`src/rtl/step_core_pkg.sv`:
```
`timescale 1ns/1ps
package step_core_pkg;
  localparam int DW = 8;
  localparam int AW = 2 * DW;

  localparam int FLG_C = 4;
  localparam int FLG_H = 5;
  localparam int FLG_N = 6;
  localparam int FLG_Z = 7;

  localparam logic [DW-1:0] OP_NOP   = 8'h00;
  localparam logic [DW-1:0] OP_INCA  = 8'h3C;
  localparam logic [DW-1:0] OP_JPIMM = 8'hC3;
  localparam logic [DW-1:0] OP_JPHL  = 8'hE9;

  typedef enum logic [2:0] {
    ST_FETCH  = 3'd0,
    ST_DECODE = 3'd1,
    ST_OPLO   = 3'd2,
    ST_OPHI   = 3'd3,
    ST_HALT   = 3'd4
  } step_state_e;

  typedef struct packed {
    logic [DW-1:0] acc;
    logic [DW-1:0] flg;
  } inc_res_t;

  // Increment with flag update: Z, H from the result, N cleared, C kept.
  function automatic inc_res_t inc_acc(input logic [DW-1:0] a,
                                       input logic [DW-1:0] f);
    inc_res_t r;
    r.acc        = a + 1'b1;
    r.flg        = '0;
    r.flg[FLG_C] = f[FLG_C];
    r.flg[FLG_N] = 1'b0;
    r.flg[FLG_H] = (r.acc[3:0] == 4'h0);
    r.flg[FLG_Z] = (r.acc == '0);
    return r;
  endfunction
endpackage

```
`src/rtl/core_alu.sv`:
```
`timescale 1ns/1ps
module core_alu
  import step_core_pkg::*;
(
  input  logic [DW-1:0] acc_in,
  input  logic [DW-1:0] flg_in,
  output logic [DW-1:0] acc_out,
  output logic [DW-1:0] flg_out
);
  inc_res_t res;

  always_comb begin
    res     = inc_acc(acc_in, flg_in);
    acc_out = res.acc;
    flg_out = res.flg;
  end
endmodule

```
`src/rtl/core_regs.sv`:
```
`timescale 1ns/1ps
module core_regs
  import step_core_pkg::*;
#(
  parameter int NGP = 4
) (
  input  logic                    clk,
  input  logic                    rst,
  input  logic                    inc_we,
  input  logic [DW-1:0]           acc_nxt,
  input  logic [DW-1:0]           flg_nxt,
  output logic [DW-1:0]           acc_q,
  output logic [DW-1:0]           flg_q,
  output logic [NGP-1:0][DW-1:0]  gp_q
);
  always_ff @(posedge clk) begin
    if (rst) begin
      acc_q <= '0;
      flg_q <= '0;
    end else if (inc_we) begin
      acc_q <= acc_nxt;
      flg_q <= flg_nxt;
    end
  end

  // General registers: cleared by reset, no instruction in the set writes them.
  for (genvar g = 0; g < NGP; g++) begin : g_gp
    always_ff @(posedge clk) begin
      if (rst) gp_q[g] <= '0;
    end
  end

  assert_inc_wrap_R4: assert property (@(posedge clk) disable iff (rst)
    inc_we |=> (acc_q == $past(acc_q) + 8'd1) && (flg_q[FLG_Z] == (acc_q == 8'h00)));

  assert_inc_nc_R5: assert property (@(posedge clk) disable iff (rst)
    inc_we |=> !flg_q[FLG_N] && (flg_q[FLG_C] == $past(flg_q[FLG_C])));

  assert_inc_half_R6: assert property (@(posedge clk) disable iff (rst)
    inc_we |=> (flg_q[FLG_H] == (acc_q[3:0] == 4'h0)));

  assert_hold_acc_R3: assert property (@(posedge clk) disable iff (rst)
    !inc_we |=> $stable(acc_q) && $stable(flg_q));

  assert_low_flags_R2: assert property (@(posedge clk) disable iff (rst)
    flg_q[3:0] == 4'h0);
endmodule

```
`src/rtl/core_seq.sv`:
```
`timescale 1ns/1ps
module core_seq
  import step_core_pkg::*;
(
  input  logic          clk,
  input  logic          rst,
  input  logic [DW-1:0] mem_rdata,
  input  logic [DW-1:0] h_in,
  input  logic [DW-1:0] l_in,
  output logic [AW-1:0] mem_addr,
  output logic          mem_rd,
  output logic [AW-1:0] pc_q,
  output logic          halted,
  output logic          inc_we
);
  step_state_e   st_q;
  logic [DW-1:0] lo_q;

  // Named events for the assertions
  logic fetch_fire, jp_imm_fire, jp_hl_fire, trap_fire, opnd_rd;

  always_comb begin
    fetch_fire  = (st_q == ST_FETCH);
    jp_imm_fire = (st_q == ST_OPHI);
    inc_we      = (st_q == ST_DECODE) && (mem_rdata == OP_INCA);
    jp_hl_fire  = (st_q == ST_DECODE) && (mem_rdata == OP_JPHL);
    opnd_rd     = (st_q == ST_DECODE) && (mem_rdata == OP_JPIMM);
    trap_fire   = (st_q == ST_DECODE) && (mem_rdata != OP_NOP) && (mem_rdata != OP_INCA) &&
                  (mem_rdata != OP_JPIMM) && (mem_rdata != OP_JPHL);
    mem_rd      = fetch_fire || opnd_rd || (st_q == ST_OPLO);
    mem_addr    = pc_q;
    halted      = (st_q == ST_HALT);
  end

  always_ff @(posedge clk) begin
    if (rst) begin
      st_q <= ST_FETCH;
      pc_q <= '0;
      lo_q <= '0;
    end else begin
      case (st_q)
        ST_FETCH: begin
          pc_q <= pc_q + 1'b1;
          st_q <= ST_DECODE;
        end
        ST_DECODE: begin
          case (mem_rdata)
            OP_NOP, OP_INCA: st_q <= ST_FETCH;
            OP_JPIMM: begin
              pc_q <= pc_q + 1'b1;
              st_q <= ST_OPLO;
            end
            OP_JPHL: begin
              pc_q <= {h_in, l_in};
              st_q <= ST_FETCH;
            end
            default: st_q <= ST_HALT;
          endcase
        end
        ST_OPLO: begin
          lo_q <= mem_rdata;
          st_q <= ST_OPHI;
        end
        ST_OPHI: begin
          pc_q <= {mem_rdata, lo_q};
          st_q <= ST_FETCH;
        end
        default: st_q <= ST_HALT;
      endcase
    end
  end

  assert_fetch_inc_R10: assert property (@(posedge clk) disable iff (rst)
    fetch_fire |=> pc_q == $past(pc_q) + 16'd1);

  assert_jp_imm_R7: assert property (@(posedge clk) disable iff (rst)
    jp_imm_fire |=> pc_q == {$past(mem_rdata), $past(lo_q)});

  assert_jp_hl_R8: assert property (@(posedge clk) disable iff (rst)
    jp_hl_fire |=> pc_q == {$past(h_in), $past(l_in)});

  assert_trap_halts_R9: assert property (@(posedge clk) disable iff (rst)
    trap_fire |=> halted);

  assert_halt_quiet_R9: assert property (@(posedge clk) disable iff (rst)
    halted |-> !mem_rd);

  assert_halt_sticky_R9: assert property (@(posedge clk) disable iff (rst)
    halted |=> halted && $stable(pc_q));
endmodule

```
`src/rtl/byte_step_core.sv`:
```
`timescale 1ns/1ps
module byte_step_core
  import step_core_pkg::*;
(
  input  logic          clk,
  input  logic          rst,
  output logic [AW-1:0] mem_addr,
  output logic          mem_rd,
  input  logic [DW-1:0] mem_rdata,
  output logic          halted,
  output logic [AW-1:0] pc_o,
  output logic [DW-1:0] acc_o,
  output logic [DW-1:0] flags_o,
  output logic [DW-1:0] b_o,
  output logic [DW-1:0] c_o,
  output logic [DW-1:0] h_o,
  output logic [DW-1:0] l_o
);
  localparam int NGP = 4;

  logic                   inc_we;
  logic [DW-1:0]          acc_nxt, flg_nxt, acc_q, flg_q;
  logic [NGP-1:0][DW-1:0] gp_q;

  core_seq u_seq (
    .clk      (clk),
    .rst      (rst),
    .mem_rdata(mem_rdata),
    .h_in     (gp_q[2]),
    .l_in     (gp_q[3]),
    .mem_addr (mem_addr),
    .mem_rd   (mem_rd),
    .pc_q     (pc_o),
    .halted   (halted),
    .inc_we   (inc_we)
  );

  core_alu u_alu (
    .acc_in (acc_q),
    .flg_in (flg_q),
    .acc_out(acc_nxt),
    .flg_out(flg_nxt)
  );

  core_regs #(.NGP(NGP)) u_regs (
    .clk    (clk),
    .rst    (rst),
    .inc_we (inc_we),
    .acc_nxt(acc_nxt),
    .flg_nxt(flg_nxt),
    .acc_q  (acc_q),
    .flg_q  (flg_q),
    .gp_q   (gp_q)
  );

  assign acc_o   = acc_q;
  assign flags_o = flg_q;
  assign b_o     = gp_q[0];
  assign c_o     = gp_q[1];
  assign h_o     = gp_q[2];
  assign l_o     = gp_q[3];
endmodule

```
`config.mk`:
```
export PLATFORM = sky130hd
export DESIGN_NAME = byte_step_core
export DESIGN_NICKNAME = d
export VERILOG_FILES = /design/src/rtl/step_core_pkg.sv /design/src/rtl/core_alu.sv /design/src/rtl/core_regs.sv /design/src/rtl/core_seq.sv /design/src/rtl/byte_step_core.sv
export SDC_FILE = /design/constraint.sdc
export NUM_CORES = 1
export LEC_CHECK = 0
export BUFFER_PORTS_ARGS = -buffer_cell sky130_fd_sc_hd__buf_2
export CORE_ASPECT_RATIO = 2
export CORE_MARGIN = 2
export CORE_UTILIZATION = 53
export DETAILED_ROUTE_END_ITERATION = 12
export PLACE_DENSITY = 0.85
export SYNTH_ARGS = -nofsm -noshare
export SYNTH_HDL_FRONTEND = slang
export SYNTH_SLANG_ARGS = --single-unit
export TNS_END_PERCENT = 20
```
`constraint.sdc`:
```
create_clock -name clk -period 5.62 [get_ports clk]
set_input_delay 0.562 -clock clk [delete_from_list [all_inputs] [get_ports clk]]
set_output_delay 0.562 -clock clk [all_outputs]
set_load 0.01 [all_outputs]
```
==> impl_metrics.toml, run 1 <==
[worst_setup_path]
worst-path-stages = 4
crit_buf_inv = 0
critPathTopFamily = "simple AND/OR/NAND/NOR gates"
worstPathRequired_ns = 5.77
criticalPathCategory = "reg2reg"
critPathSlowestCell = "nor2b_1"
endpoint_kind = "flop"
crit_path_max_incr_delay_ns = 0.83
crit_path_start_kind = "flop"
worstPathCellList = "nor2b_1, nand2_1, a221oi_1, nor3_1"
timing.critical_path.arrival_ns = 2.66
worstPathMaxFanout = 19
reg2reg_depth = 4

[global_route]
grt_start_max_net_pins = 42
grt.overflow.total = 0
wire_length_of_the_first_global_routing_pass_mm = 9.28
grt.total_usage_pct = 23.0
grt_pass1_vias = 2027
grt_antenna_before_repair = 0

[clock_tree]
clock_pin_slew_worst_setup_and_hold_paths_ns = 0.08
cts-root-to-sink-buffers = 2
clock_sink_count = 37
htreeDepth = 2
post_cts.resized_instances = 0
postCtsHoldBufs = 0
post_cts.repair.setup_buffers = 0
tritoncts.num_buffers = 5
tritoncts = "yes"
worst_skew_pair.late_latency_ns = 0.29
cts.root.buffer_cell = "clkbuf_8"

[timing]
final.min_clock_period_ns = 2.50
finalSetupViolations = 0
final_max_tran_viols = 0
timing_worst_slew_pin_value_ns = 1.20
final_min_period_over_clock_period_pct = 44.5
maxClockFrequency_mhz = 399
setup_repair_after_global_routing_missed_its_margin = "no"
whs_ns = 0.456
fin_skew_ns = 0.00887
sum_of_negative_setup_slack_ns = 0
timing.max_slew.rel_slack_pct = 19.7
timing_hold_violations_final = 0

[floorplanning]
initial_core_util_pct = 54.0
placementRows = 35
dieArea_sq_um = 5240
fp.coreArea_sq_um = 4550
die_w_um = 52.2
floorplan.die.height_um = 100
top_level_ports = 92

[route]
routed_wire_per_std_cell_um = 14.8
vias = 2265
avgViaCountPerCell = 5.82
route.final.wire_length_mm = 5.76
drc = 0
antenna_violating_nets_post_route = 0
drt-pass1-iter-count = 5
drt-initial-drc-count = 79

[power_and_ir_drop]
p_per_area_nw_per_um2 = 213
p_leak_nw = 1.10
power.ir.vdd_worst_mv = 0.200
fin_total_pwr_mw = 0.548

[synthesis]
leading_post_synthesis_cells_by_cell_area = "dfxtp_1, buf_4, a21oi_1"
synth.cell_area_sq_um = 2460
dominantRegCellSynth = "dfxtp_1"
ys.warnings.count = 0
post_synthesis_sequential_element_count = 37
synth_sequential_area_ratio_pct = 30.1
ys_async_sr_fraction_pct = 0
synth_top_area_share_pct = 30.1
syn_area_per_cell_sq_um = 8.04
synthDominantAreaCellType = "dfxtp_1"
netlist-cell-type-count = 52
synthesis.instances = 306
synth-edff-count = 0

[final_layout]
ff_latch_area_sq_um = 741
inserted_diodes = 0
drive_above_1_share_pct = 19.5
mostFrequentLayoutCells = "buf_2, conb_1, dfxtp_1, nor2_1, a21oi_1"
fillerInstances = 432
final_core_utilization_pct = 56.4
final_area_sq_um = 2570
nNetsFinal = 346
layout_commonest_cell = "buf_2"
multi_input_comb_area_sq_um = 1380
area_growth_from_synthesis_to_layout_pct = 4.37

[job]
maxCapViolCount = 0

[place]
place_hpwl_mm = 4.15
dpl-instance-area_sq_um = 2470
buffer_ports.inserted = 53
gpl.final_weighted_congestion = 0.841

[worst_hold_path]
min_path_type = "reg2reg"
min_delay_path_depth = 2

[outcome]
status = "complete, no violations"
[registers in the layout, summed over array words and instances (netlist names)]
name / count
u_seq.mem_addr: 16
u_regs.acc_q: 8
u_seq.st_q: 3
u_seq.lo_q: 8
u_regs.flg_q: 2
[through the flow]
step | cells | setup WS [ns]
after detailed placement | 381 | 3.04
after global placement | 381 | 3.08
after floorplan | 343 | 3.43
final | 389 | 3.12
after global routing | 389 | 2.92
after CTS | 389 | 3.16
[synth_stat cells (all sizes together), types with 5 or more instances]
cell type / number
nor3: 9
nor2: 23
nand4: 6
nor2b: 5
clkbuf: 14
o32ai: 7
nand2: 14
nand3: 9
buf: 56
mux2i: 8
nand2b: 5
dfxtp: 37
and3: 10
a22oi: 5
o21ai: 15
xor2: 5
a21oi: 21
[layout make-up]
cell class,instances,share of cell area [%]
clock inverter,1,0.195
timing repair buffer,53,10.3
sequential,37,28.8
tap,55,2.68
multi-input combinational,232,53.6
clock buffer,7,3.75
inverter,4,0.585
[power breakdown]
part | internal (mW) | switching [mW]
registers | 0.266 | 0.00715
clock network | 0.111 | 0.0947
logic | 0.0193 | 0.0496
total | 0.397 | 0.151
[worst register-to-register path, cell delays in order (launching register included)]
cell      delay [ns]
dfxtp_1         0.42
nor2b_1         0.83
nand2_1         0.59
a221oi_1        0.45
nor3_1          0.08
[routing by layer]
metal | wire length (um) | track usage [%]
met4 | 174 | 10.5
met5 | 0 | 0
met1 | 2170 | 25.1
met2 | 2990 | 40.0
met3 | 430 | 5.95
[logic make-up (layout without fill, tap and decap cells)]
kind of cell    Yosys count  after routing  synth area share, %
xor+xnor                  7              7                 2.49
other cells               1             38                0.152
mux                       8              8                 3.25
compound gates           75             75                 20.6
buf+inv                  74             65                 19.6
simple gates            101            101                 22.3
flops                    37             37                 30.1
fa+ha+maj                 3              3                 1.53
[final timing paths]
kind | startpoint | end | slack (ns)
worst min register to register | u_regs.flg_q[7] | u_regs.flg_q[7] | 0.46
worst max register to register | u_seq.st_q[0] | u_seq.mem_addr[1] | 3.12
worst max-delay path | u_seq.st_q[0] | u_seq.mem_addr[1] | 3.12
worst min-delay path | u_regs.flg_q[7] | u_regs.flg_q[7] | 0.46
No activity file was read; power rests on OpenSTA's default activity.
==> run 2: changes to the inputs <==
--- a/config.mk
+++ b/config.mk
@@ -8,9 +8,9 @@
 export BUFFER_PORTS_ARGS = -buffer_cell sky130_fd_sc_hd__buf_2
 export CORE_ASPECT_RATIO = 2
 export CORE_MARGIN = 2
-export CORE_UTILIZATION = 53
+export CORE_UTILIZATION = 50
 export DETAILED_ROUTE_END_ITERATION = 12
-export PLACE_DENSITY = 0.85
+export PLACE_DENSITY = 0.81
 export SYNTH_ARGS = -nofsm -noshare
 export SYNTH_HDL_FRONTEND = slang
 export SYNTH_SLANG_ARGS = --single-unit
==> constraint.sdc (replaced) <==
create_clock -name clk -period 2.4 [get_ports clk]
set_input_delay 0.24 -clock clk [delete_from_list [all_inputs] [get_ports clk]]
set_output_delay 0.24 -clock clk [all_outputs]
set_load 0.01 [all_outputs]
==> run 2 against run 1 <==
- setup slack got worse by 2.7 ns
- final area up 1.3%
- via count increased by 1.6%
- total power increased by 130%
- final cell count up 1.8%
- first-iteration DRC count down 3.8%
- combinational power grew 140%
- critical path depth increased by 2
- critical endpoint is now u_seq.mem_addr[10]
- largest cell class unchanged
- highest routed layer unchanged
==> impl_metrics.toml, run 2 (synthesized netlist as in run 1, its figures left out) <==
[place]
buffer_ports.inserted = 53
place_hpwl_mm = 4.41
gpl.final_weighted_congestion = 0.995
dpl-instance-area_sq_um = 2510
dp_cells = 388

[route]
drc = 0
routed_wire_per_std_cell_um = 15.0
drt-pass1-iter-count = 4
drt-initial-drc-count = 76
avgViaCountPerCell = 5.81
vias = 2301
route.final.wire_length_mm = 5.96
antenna_violating_nets_post_route = 0

[global_route]
grt.overflow.total = 0
grt_start_max_net_pins = 27
grt_antenna_before_repair = 0
grt_pass1_vias = 2102
wire_length_of_the_first_global_routing_pass_mm = 9.69
grt.total_usage_pct = 23.1

[worst_setup_path]
timing.critical_path.arrival_ns = 2.24
worstPathCellList = "ha_1, nand3_1, or2_2, a2111oi_0, o21ai_0, a21oi_1"
crit_path_max_incr_delay_ns = 0.45
crit_path_start_kind = "flop"
worstPathMaxFanout = 8
worstPathRequired_ns = 2.63
endpoint_kind = "flop"
criticalPathCategory = "reg2reg"
critPathTopFamily = "compound AO/OA/AOI/OAI gates"
crit_buf_inv = 0
critPathSlowestCell = "dfxtp_1"

[power_and_ir_drop]
switching_share_pct = 30.2
power.share.clock_pct = 36.1
power.sequential.fraction_pct = 50.7
internal_power_component_mw = 0.885
p_sw_mw = 0.383
power.ir.vdd_worst_mv = 0.510
power.combinational.fraction_pct = 13.2
p_per_area_nw_per_um2 = 487
p_leak_nw = 1.12

[timing]
setup_repair_after_global_routing_missed_its_margin = "no"
timing_hold_violations_final = 0
final_max_tran_viols = 0
sum_of_negative_setup_slack_ns = 0
fin_skew_ns = 0.0133
final_min_period_over_clock_period_pct = 83.9
timing_worst_slew_pin_value_ns = 0.546
timing.max_slew.rel_slack_pct = 63.6
maxClockFrequency_mhz = 497
finalSetupViolations = 0
final.min_clock_period_ns = 2.01

[clock_tree]
post_cts.repair.setup_buffers = 0
postCtsHoldBufs = 0
clock_sink_count = 37
tritoncts.num_buffers = 5
post_cts.resized_instances = 0
tritoncts = "yes"
worst_skew_pair.late_latency_ns = 0.30
clock_pin_slew_worst_setup_and_hold_paths_ns = 0.08
cts-root-to-sink-buffers = 2
htreeDepth = 2
cts.root.buffer_cell = "clkbuf_8"

[final_layout]
ff_latch_area_sq_um = 741
largest_register_ffs = 16
fillerInstances = 492
final_area_sq_um = 2600
inserted_diodes = 0
mostFrequentLayoutCells = "buf_2, conb_1, dfxtp_1, nor2_1, a21oi_1"
area_growth_from_synthesis_to_layout_pct = 5.69
multi_input_comb_area_sq_um = 1380
nNetsFinal = 351
post_layout_nonfiller_instances = 396
layout_commonest_cell = "buf_2"
drive_above_1_share_pct = 20.6

[floorplanning]
initial_core_util_pct = 51.1
die_w_um = 53.6
placementRows = 36
fp.coreArea_sq_um = 4820
dieArea_sq_um = 5530
floorplan.die.height_um = 103
top_level_ports = 92

[outcome]
status = "complete, no violations"

[job]
maxCapViolCount = 0

[worst_hold_path]
min_path_type = "in2reg"
[run 2: changes by cell type in the layout (fill, tap and decap cells not counted)]
cell	delta
buf_4	+5
clkinvlp_4	+1
clkinv_2	-1
inv_6	+1
clkbuf_8	-2
clkinv_4	+1
[run 2: area by class of cell]
cell class | count | share of cell area, %
Multi-Input combinational cell | 232 | 53.0
Sequential cell | 37 | 28.5
Timing Repair Buffer | 58 | 11.6
Tap cell | 57 | 2.74
Clock buffer | 5 | 2.65
Clock inverter | 3 | 0.962
Inverter | 4 | 0.577
[run 2: worst register-to-register path, cell delays in order (launching register included)]
cell and delay (ns):
dfxtp_1 0.45, ha_1 0.24, nand3_1 0.17, or2_2 0.42, a2111oi_0 0.36, o21ai_0 0.16
a21oi_1 0.15
[run 2: metal layers]
layer  vias up  global-route usage (%)  wire length, um  part of all wire (%)
met3        23                    3.88              398                   6.7
li1       1080                       -                -                     -
met1      1072                    25.5             2190                    37
met4         0                    13.8              230                   3.9
met2       126                    39.9             3140                    53
met5         -                       0                0                     0
[run 2: through the flow]
step / worst slack [ns] / hold slack (ns) / utilization [%] / power [mW]
after global routing: 0.189 / 0.258 / 54.0 / 1.32
final: 0.386 / 0.230 / 54.0 / 1.27
after global placement: 0.365 / 0.449 / 52.0 / 0.818
after detailed placement: 0.330 / 0.459 / 52.0 / 0.821
after CTS: 0.404 / 0.223 / 54.0 / 1.27
after floorplan: 0.534 / 0.387 / - / 0.817
[run 2: worst paths after layout]
kind | from | end | slack, ns | cells past startpoint
setup / recovery | u_seq.mem_addr[0] | u_seq.mem_addr[10] | 0.39 | 6
hold / removal | mem_rdata[6] | u_seq.lo_q[6] | 0.23 | 3
setup reg to reg | u_seq.mem_addr[0] | u_seq.mem_addr[10] | 0.39 | 6
hold reg to reg | u_regs.flg_q[7] | u_regs.flg_q[7] | 0.47 | 2
[run 2: power by group through the flow]
| stage | clock (mW) | combinational (mW) | sequential [mW] |
|---|---|---|---|
| 6_report | 0.457 | 0.168 | 0.642 |
| 5_1_grt | 0.487 | 0.190 | 0.644 |
| 4_1_cts | 0.466 | 0.165 | 0.643 |
| 3_5_place_dp | 0 | 0.164 | 0.657 |
| 3_3_place_gp | 0 | 0.162 | 0.656 |
| 2_1_floorplan | 0 | 0.165 | 0.652 |
==> run 3: changes to the inputs <==
--- a/config.mk
+++ b/config.mk
@@ -5,12 +5,13 @@
 export SDC_FILE = /design/constraint.sdc
 export NUM_CORES = 1
 export LEC_CHECK = 0
+export ABC_AREA = 1
 export BUFFER_PORTS_ARGS = -buffer_cell sky130_fd_sc_hd__buf_2
 export CORE_ASPECT_RATIO = 2
 export CORE_MARGIN = 2
-export CORE_UTILIZATION = 50
+export CORE_UTILIZATION = 46
 export DETAILED_ROUTE_END_ITERATION = 12
-export PLACE_DENSITY = 0.81
+export PLACE_DENSITY = 0.77
 export SYNTH_ARGS = -nofsm -noshare
 export SYNTH_HDL_FRONTEND = slang
 export SYNTH_SLANG_ARGS = --single-unit
==> constraint.sdc (replaced) <==
create_clock -name clk -period 1.6 [get_ports clk]
set_input_delay 0.16 -clock clk [delete_from_list [all_inputs] [get_ports clk]]
set_output_delay 0.16 -clock clk [all_outputs]
set_load 0.01 [all_outputs]
==> run 3 against run 2 <==
- total power up 130%
- die area up 15%
- first-iteration DRC count down 3.9%
- combinational power rose to 4.5 times the previous value
- sequential power up 73%
- sequential share of layout area down 2.9 points
- clock power up 130%
- maximum frequency up 29%
- synthesized area up 6.9%
==> impl_metrics.toml, run 3 <==
[outcome]
status = "complete, no violations"

[timing]
whs_ns = 0.138
fin_skew_ns = 0.00483
timing_hold_violations_final = 0
final_min_period_over_clock_period_pct = 97.7
final.setup.worst_slack_ns = 0.0370
final_max_tran_viols = 0
maxClockFrequency_mhz = 640
setup_repair_after_global_routing_missed_its_margin = "yes"
final.min_clock_period_ns = 1.56
finalSetupViolations = 0

[final_layout]
ff_latch_area_sq_um = 749
fillerInstances = 557
nNetsFinal = 465
inserted_diodes = 0
layout_commonest_cell = "nand2_1"
drive_above_1_share_pct = 21.2
area_growth_from_synthesis_to_layout_pct = 11.3
multi_input_comb_area_sq_um = 1380
largest_register_ffs = 16
mostFrequentLayoutCells = "nand2_1, buf_2, inv_1, nor2_1, a21oi_1"

[synthesis]
synthesis.instances = 408
ys_async_sr_fraction_pct = 0
synthMostInstantiatedCell = "nand2_1"
syn_area_per_cell_sq_um = 6.45
netlist-cell-type-count = 29
ys.warnings.count = 0
synthTopCellsByCount = "nand2_1, buf_4, inv_1"
synth_top_area_share_pct = 28.2
dominantRegCellSynth = "dfxtp_1"
synth.cell_area_sq_um = 2630
synth-edff-count = 0
leading_post_synthesis_cells_by_cell_area = "dfxtp_1, buf_4, nand2_1"
post_synthesis_sequential_element_count = 37
synth_sequential_area_ratio_pct = 28.2
synthDominantAreaCellType = "dfxtp_1"

[clock_tree]
tritoncts = "yes"
cts-root-to-sink-buffers = 2
tritoncts.num_buffers = 5
clock_pin_slew_worst_setup_and_hold_paths_ns = 0.06
cts.root.buffer_cell = "clkbuf_16"
worst_skew_pair.late_latency_ns = 0.28
htreeDepth = 2
clock_sink_count = 37

[worst_setup_path]
endpoint_kind = "flop"
criticalPathCategory = "reg2reg"
rrSetupSlack_ns = 0.04
crit_path_start_kind = "flop"
worstPathRequired_ns = 1.81
worstPathMaxFanout = 5
timing.critical_path.arrival_ns = 1.78

[job]
maxCapViolCount = 0

[power_and_ir_drop]
p_per_area_nw_per_um2 = 988
p_leak_nw = 1.47
power.ir.vdd_worst_mv = 0.793

[global_route]
grt_pass1_vias = 2229
grt.total_usage_pct = 17.9
grt_antenna_before_repair = 0
grt_start_max_net_pins = 25
wire_length_of_the_first_global_routing_pass_mm = 9.40
grt.overflow.total = 0

[worst_hold_path]
min_path_type = "in2reg"

[floorplanning]
die_w_um = 57.5
top_level_ports = 92
initial_core_util_pct = 46.9
floorplan.die.height_um = 111
placementRows = 39
fp.coreArea_sq_um = 5610
dieArea_sq_um = 6380

[place]
gpl.final_weighted_congestion = 0.840
place_hpwl_mm = 4.13
dp_slack_ns = 0.0115
buffer_ports.inserted = 53

[route]
route.final.wire_length_mm = 5.75
met2_wirelength_mm = 2.89
drt-initial-drc-count = 73
drt-pass1-iter-count = 4
vias = 2474
routedLengthMet1_mm = 2.45
highest_layer = "met4"
avgViaCountPerCell = 4.81
wl_met3_um = 261
routed_wire_per_std_cell_um = 11.2
antenna_violating_nets_post_route = 0
drc = 0
[run 3: cell types whose count changed in the layout (fill, tap and decap cells not counted), moves of 6 or more]
cell     change
nand3_1      +9
o32ai_1      -7
mux2i_1      -8
and3_1      -10
nand2_2      +6
inv_1       +48
nor2_1      +22
a21oi_1     +18
nand2_1     +71
[run 3: kinds of logic (layout without fill, tap and decap cells)]
family / after synthesis / count (layout) / share of synthesized area [%]
simple gates: 179 / 179 / 29.3
buf+inv: 118 / 126 / 26.4
compound gates: 63 / 63 / 12.3
flops: 37 / 37 / 28.2
xor+xnor: 7 / 7 / 2.33
fa+ha+maj: 3 / 3 / 1.43
other cells: 1 / 38 / 0.143
[run 3: layout make-up]
type	instances	share of cell area (%)
clock buffers	7	5.21
clock inverters	1	0.171
inverters	54	7.01
multi-input cells	290	47.1
flip-flops and latches	37	25.6
well taps	61	2.61
repair buffers	64	12.3
[run 3: worst max-delay path, stage by stage (launching register included)]
cell	delay [ns]
dfxtp_4	0.36
ha_2	0.19
nand2_1	0.09
nor2_1	0.13
nand2_2	0.12
nor2_4	0.14
nand2_1	0.06
nand2_1	0.08
nand2_1	0.07
nor2_1	0.09
nor2_1	0.05
nor2_1	0.10
[run 3: repair_timing]
action,4_1_cts,5_1_grt
hold buffers,0,0
setup endpoints to repair,1,16
pin swaps,1,3
resized for setup,1,16
buffers inserted,1,6
[run 3: path summary, 6_finish.rpt]
check               startpoint            endpoint  depth (start not counted)
max          u_seq.mem_addr[0]  u_seq.mem_addr[12]                         11
min                        rst       u_seq.st_q[0]                          2
max reg2reg  u_seq.mem_addr[0]  u_seq.mem_addr[12]                         11
min reg2reg      u_seq.lo_q[3]       u_seq.lo_q[3]                          2
[run 3: where the power goes]
group,total (mW),internal (mW),switching [mW]
Sequential,1.11,1.00,0.104
Clock,1.03,0.659,0.372
Combinational,0.754,0.282,0.472
[run 3: stage by stage]
stage	cells	instance area [sq um]	setup TNS [ns]	power, mW	util, %
final	514	2930	0	2.89	52.2
after global routing	514	2930	-0.120	3.06	52.2
after CTS	508	2830	0	2.85	50.4
after detailed placement	499	2660	0	1.81	47.4
after global placement	499	2660	0	1.80	47.4
after floorplan	445	2770	0	1.75	-
[run 3: metal layers]
layer | up-vias | global-route usage [%]
met5 | - | 0
met4 | 0 | 7.91
met1 | 1108 | 21.6
li1 | 1276 | -
met3 | 12 | 3.27
met2 | 78 | 30.2
